$ cat src/rtl/qmul_pkg.sv
package qmul_pkg;
  localparam int unsigned QM_OP_W = 16;

  typedef enum logic {
    QM_MODE_INT  = 1'b0,
    QM_MODE_FRAC = 1'b1
  } qm_mode_e;
endpackage

$ cat src/rtl/qmul_product.sv
// Full-width signed product of two operands.
module qmul_product #(
  parameter int unsigned OP_W = qmul_pkg::QM_OP_W,
  localparam int unsigned PW  = 2 * OP_W
) (
  input  logic [OP_W-1:0] a,
  input  logic [OP_W-1:0] b,
  output logic [PW-1:0]   raw,
  output logic            both_min
);
  localparam logic [OP_W-1:0] MIN_CODE = {1'b1, {(OP_W-1){1'b0}}};

  logic signed [PW-1:0] a_ext;
  logic signed [PW-1:0] b_ext;

  // sign extension keeps the product exact in PW bits
  assign a_ext    = {{OP_W{a[OP_W-1]}}, a};
  assign b_ext    = {{OP_W{b[OP_W-1]}}, b};
  assign raw      = a_ext * b_ext;
  assign both_min = (a == MIN_CODE) && (b == MIN_CODE);
endmodule

$ cat src/rtl/qmul_align.sv
// Integer: pass through. Fractional: Q30 -> Q31 with clamp of the -1 x -1 case.
module qmul_align #(
  parameter int unsigned OP_W = qmul_pkg::QM_OP_W,
  localparam int unsigned PW  = 2 * OP_W
) (
  input  qmul_pkg::qm_mode_e mode,
  input  logic [PW-1:0]      raw,
  input  logic               both_min,
  output logic [PW-1:0]      wide,
  output logic               clamp
);
  localparam logic [PW-1:0] WIDE_MAX = {1'b0, {(PW-1){1'b1}}};

  always_comb begin
    wide  = raw;
    clamp = 1'b0;
    if (mode == qmul_pkg::QM_MODE_FRAC) begin
      if (both_min) begin
        wide  = WIDE_MAX;
        clamp = 1'b1;
      end else begin
        wide  = {raw[PW-2:0], 1'b0};
      end
    end
  end
endmodule

$ cat src/rtl/qmul_narrow.sv
// Takes the upper half of the wide word, optionally rounded, with clamp.
module qmul_narrow #(
  parameter int unsigned OP_W = qmul_pkg::QM_OP_W,
  localparam int unsigned PW  = 2 * OP_W
) (
  input  qmul_pkg::qm_mode_e mode,
  input  logic               rnd,
  input  logic [PW-1:0]      wide,
  input  logic               pre_clamp,
  output logic [OP_W-1:0]    half,
  output logic               clamp
);
  localparam logic [PW:0]     HALF_STEP = {{(PW-OP_W+1){1'b0}}, 1'b1, {(OP_W-1){1'b0}}};
  localparam logic [OP_W-1:0] HALF_MAX  = {1'b0, {(OP_W-1){1'b1}}};

  logic [PW:0] sum;
  logic        sum_ovf;

  always_comb begin
    sum     = {wide[PW-1], wide} + ((mode == qmul_pkg::QM_MODE_FRAC && rnd) ? HALF_STEP : '0);
    sum_ovf = sum[PW] ^ sum[PW-1];
    half    = wide[PW-1:OP_W];
    clamp   = 1'b0;
    if (mode == qmul_pkg::QM_MODE_FRAC) begin
      if (pre_clamp || sum_ovf) begin
        half  = HALF_MAX;
        clamp = 1'b1;
      end else begin
        half  = sum[PW-1:OP_W];
      end
    end
  end
endmodule

$ cat src/rtl/qmul_stage.sv
// One register slice with valid/ready and a sticky clamp flag.
module qmul_stage #(
  parameter int unsigned OP_W = qmul_pkg::QM_OP_W,
  localparam int unsigned PW  = 2 * OP_W
) (
  input  logic            clk,
  input  logic            rst,
  input  logic            up_valid,
  output logic            up_ready,
  input  logic [PW-1:0]   up_wide,
  input  logic [OP_W-1:0] up_half,
  input  logic            up_clamp,
  output logic            dn_valid,
  input  logic            dn_ready,
  output logic [PW-1:0]   dn_wide,
  output logic [OP_W-1:0] dn_half,
  output logic            sticky
);
  logic take;

  assign up_ready = !dn_valid || dn_ready;
  assign take     = up_valid && up_ready;

  always_ff @(posedge clk) begin
    if (rst) begin
      dn_valid <= 1'b0;
      dn_wide  <= '0;
      dn_half  <= '0;
      sticky   <= 1'b0;
    end else if (take) begin
      dn_valid <= 1'b1;
      dn_wide  <= up_wide;
      dn_half  <= up_half;
      sticky   <= sticky | up_clamp;
    end else if (dn_ready) begin
      dn_valid <= 1'b0;
    end
  end

  assert_hold_R8: assert property (@(posedge clk) disable iff (rst)
    (dn_valid && !dn_ready) |=> (dn_valid && $stable(dn_wide) && $stable(dn_half)));

  assert_latency_R7: assert property (@(posedge clk) disable iff (rst)
    (up_valid && up_ready) |=> dn_valid);

  assert_sticky_R6: assert property (@(posedge clk) disable iff (rst)
    sticky |=> sticky);

  assert_reset_R9: assert property (@(posedge clk)
    rst |=> (!dn_valid && !sticky));
endmodule

$ cat src/rtl/qmul_q15.sv
module qmul_q15 #(
  parameter int unsigned OP_W = qmul_pkg::QM_OP_W,
  localparam int unsigned PW  = 2 * OP_W
) (
  input  logic            clk,
  input  logic            rst,
  input  logic            in_valid,
  output logic            in_ready,
  input  logic [OP_W-1:0] in_a,
  input  logic [OP_W-1:0] in_b,
  input  logic            in_frac,
  input  logic            in_round,
  output logic            out_valid,
  input  logic            out_ready,
  output logic [PW-1:0]   out_wide,
  output logic [OP_W-1:0] out_q15,
  output logic            sat_sticky
);
  localparam logic [OP_W-1:0] MIN_CODE = {1'b1, {(OP_W-1){1'b0}}};
  localparam logic [PW-1:0]   WIDE_MAX = {1'b0, {(PW-1){1'b1}}};

  qmul_pkg::qm_mode_e mode;
  logic [PW-1:0]      raw;
  logic               both_min;
  logic [PW-1:0]      wide;
  logic               clamp_w;
  logic [OP_W-1:0]    half;
  logic               clamp_h;

  assign mode = in_frac ? qmul_pkg::QM_MODE_FRAC : qmul_pkg::QM_MODE_INT;

  qmul_product #(.OP_W(OP_W)) u_product (
    .a(in_a), .b(in_b), .raw(raw), .both_min(both_min)
  );

  qmul_align #(.OP_W(OP_W)) u_align (
    .mode(mode), .raw(raw), .both_min(both_min), .wide(wide), .clamp(clamp_w)
  );

  qmul_narrow #(.OP_W(OP_W)) u_narrow (
    .mode(mode), .rnd(in_round), .wide(wide), .pre_clamp(clamp_w),
    .half(half), .clamp(clamp_h)
  );

  qmul_stage #(.OP_W(OP_W)) u_stage (
    .clk(clk), .rst(rst),
    .up_valid(in_valid), .up_ready(in_ready),
    .up_wide(wide), .up_half(half), .up_clamp(clamp_w | clamp_h),
    .dn_valid(out_valid), .dn_ready(out_ready),
    .dn_wide(out_wide), .dn_half(out_q15), .sticky(sat_sticky)
  );

  assert_clamp_R5: assert property (@(posedge clk) disable iff (rst)
    (in_valid && in_ready && in_frac && in_a == MIN_CODE && in_b == MIN_CODE)
      |=> (sat_sticky && out_wide == WIDE_MAX));

  assert_int_noclamp_R6: assert property (@(posedge clk) disable iff (rst)
    (in_valid && in_ready && !in_frac && !sat_sticky) |=> !sat_sticky);
endmodule

$ cat config.mk
export PLATFORM = sky130hd
export DESIGN_NAME = qmul_q15
export DESIGN_NICKNAME = d
export VERILOG_FILES = /design/src/rtl/qmul_pkg.sv /design/src/rtl/qmul_product.sv /design/src/rtl/qmul_align.sv /design/src/rtl/qmul_narrow.sv /design/src/rtl/qmul_stage.sv /design/src/rtl/qmul_q15.sv
export SDC_FILE = /design/constraint.sdc
export NUM_CORES = 1
export LEC_CHECK = 0
export BUFFER_PORTS_ARGS = -buffer_cell sky130_fd_sc_hd__clkbuf_2
export CAP_MARGIN = 20
export CORE_MARGIN = 2
export CORE_UTILIZATION = 55
export CTS_BUF_LIST = sky130_fd_sc_hd__clkbuf_4
export DETAILED_ROUTE_END_ITERATION = 10
export GPL_TIMING_DRIVEN = 0
export PLACE_DENSITY = 0.86
export SYNTH_ARGS = -nofsm -noshare
export SYNTH_HDL_FRONTEND = slang
export SYNTH_SLANG_ARGS = --single-unit
$ cat constraint.sdc
create_clock -name clk -period 10.4 [get_ports clk]
set_input_delay 1.04 -clock clk [delete_from_list [all_inputs] [get_ports clk]]
set_output_delay 1.04 -clock clk [all_outputs]
set_load 0.05 [all_outputs]
==> results.toml <==
[run_status]
outcome = "complete, no violations"

[detailed_routing]
drc = 0
first_pass_iters = 6
drt_iter0_markers = 947
wl_per_cell_um = 18.7
via_per_inst = 5.77
num_vias = 10800
routed_wirelength_mm = 35.2
ant_nets = 0

[timing]
finalSetupViolCount = 0
max_clock_freq_ghz = 0.0998
period_minus_slack_ns = 10.02
skew_ns = 0.0113
maxSlewViolCount = 0
tightest_slew_ns = 0.948
tns_ns = 0
hold_violations = 0
slew_headroom_pct = 36.8
post-route-period-util_pct = 96.4
grt_setup_unrepaired = "false"

[global_route]
grt_pass1_wl_mm = 58.1
overflow = 0
grt_usage_pct = 30.1
antenna_found_initial = 2
first_global_vias = 11600
grt_max_degree = 16

[critical_path]
critPathArrivalTime_ns = 10.25
cpPeakStageDelay_ns = 0.89
path_buf_inv = 9
required_ns = 10.62
crit_slowest_cell = "a2111oi_4"
cp_num_cells = 30
r2r_cells = 6
critPathMaxFanout = 10
crit_family = "adder cells"
worstSetupEndpointType = "flip-flop"
critPathLaunchType = "primary input"
worstSetupPathType = "in2reg"

[yosys]
synth_cells = 1485
ys_types = 80
netlist_area_um2 = 12900
synth_edf_count = 0
yosysWarnings = 0
async_flop_share_pct = 0
syn_area_per_cell_um2 = 8.68
syn_nets = 1868
synthFlopType = "dfxtp_1"
ys_seq_elements = 50
seq_area_frac_synth_pct = 7.77

[clock_tree]
tritoncts = "done"
holdBufCountCts = 0
cts_max_level = 2
clockBufferDepth = 2
clock-sinks = 50
cts_resized = 0
path_clk_slew_ns = 0.14
root_buffer = "clkbuf_4"
cts_inserted_buffers = 5
postCtsSetupRepairBufs = 0
worstSkewPairLatency_ns = 0.37

[floorplan]
die_h_um = 157
die_width_um = 157
dieArea_um2 = 24700
pin_count = 89
start_util_pct = 55.4
core_um2 = 23300
rows = 56

[cells_and_area]
final_cell_area_um2 = 13700
fin_util_pct = 58.9
syn_to_final_growth_pct = 6.38
final_cell_mix = "284 x inv_1, 262 x fa_1, 187 x nand2_1"
layout_commonest_cell = "inv_1"
n_antenna_cell = 0
fin_cells = 1880
drive_above_1_share_pct = 7.37
num-nets-final = 1943

[place]
place_area_um2 = 13600
hpwl_mm = 29.2
dpl.cell_count = 1872
gp_congestion = 1.00
io_buffer_count = 68

[worst_hold_path]
hp-class = "reg2reg"
hold_path_depth = 2

[run]
maxCapViolations = 0
-- worst min-delay path, delay by kind of cell (launching register included) --
family / cells / cell delay (ns)
DFF: 1 / 0.34
AOI/OAI and AO/OA: 1 / 0.05
and+or+nand+nor: 1 / 0.05
-- cell type report --
| class | count | area, um^2 |
|---|---|---|
| buffer | 82 | 310 |
| multi-input combinational | 1069 | 10500 |
| sequential | 50 | 1000 |
| timing repair buffer | 68 | 340 |
| clock inverter | 2 | 37.5 |
| inverter | 284 | 1070 |
| fill | 2020 | 9560 |
| clock buffer | 6 | 45.0 |
| tap | 319 | 399 |
-- synth_stat cells (3+ instances only) --
master      n  area share [%]
nand3_1    10            0.39
and3_1      4            0.19
nand4_1    10            0.49
mux2i_1     3            0.23
a221oi_2    3            0.35
a21o_1     10            0.58
xor2_1     13            0.88
nand2_1   187             5.4
o211ai_1    7            0.41
o221ai_1   15             1.0
nor2_1     68             2.0
xnor2_1    26             1.8
a31oi_1     6            0.29
clkbuf_1   79             2.3
nor3_1     16            0.62
o22ai_1     4            0.19
dfxtp_1    50             7.8
inv_1     284             8.3
nor4_1     12            0.58
or2_2       4            0.19
a21oi_1    69             2.7
a211oi_1   13            0.76
o21ai_0    32             1.2
and2_1    120             5.8
fa_1      262              41
o21ai_1     9            0.35
nand2b_1    9            0.44
nor3b_1     3            0.17
ha_1       83             8.1
a211oi_2    6            0.58
o21a_1      5            0.29
-- registers in the layout (all words and copies together) (netlist names) --
| register | count |
|---|---|
| u_stage.dn_valid | 1 |
| u_stage.dn_half | 16 |
| u_stage.sticky | 1 |
| u_stage.dn_wide | 32 |
-- worst paths after layout --
check	start	end	slack (ns)
worst max-delay path	in_b[7]	u_stage.dn_half[1]	0.38
worst min-delay path	u_stage.dn_wide[12]	u_stage.dn_wide[12]	0.46
worst max register to register	u_stage.dn_valid	u_stage.dn_wide[3]	8.33
worst min register to register	u_stage.dn_wide[12]	u_stage.dn_wide[12]	0.46
-- metal layers --
metal | share of wire (%) | global-route usage [%] | vias up
li1 | - | - | 4796
met5 | 0.037 | 0 | -
met2 | 48 | 49.0 | 528
met3 | 8.9 | 5.20 | 142
met4 | 5.2 | 14.1 | 2
met1 | 38 | 39.5 | 5374
-- metrics by stage --
step                      hold slack [ns]  setup WS [ns]
after CTS                           0.464          0.594
after detailed placement            0.446          0.243
after floorplan                     0.671           1.70
after global placement              0.442          0.404
after global routing                0.481         0.0679
final                               0.462          0.375
-- logic make-up (layout without fill, tap and decap cells) --
group / count (synthesis) / in the layout / share of synthesized area (%)
flip-flops: 50 / 50 / 7.77
buffers and inverters: 366 / 442 / 10.7
multiplexers: 5 / 5 / 0.437
AND/OR/NAND/NOR: 458 / 458 / 17.6
adder cells (fa/ha/maj): 345 / 345 / 48.8
AO/OA/AOI/OAI: 222 / 222 / 12.1
XOR/XNOR: 39 / 39 / 2.65
Power is left out: the tool's default activity adds up to more than one toggle a clock period on the data nets, which glitch-free logic cannot reach.
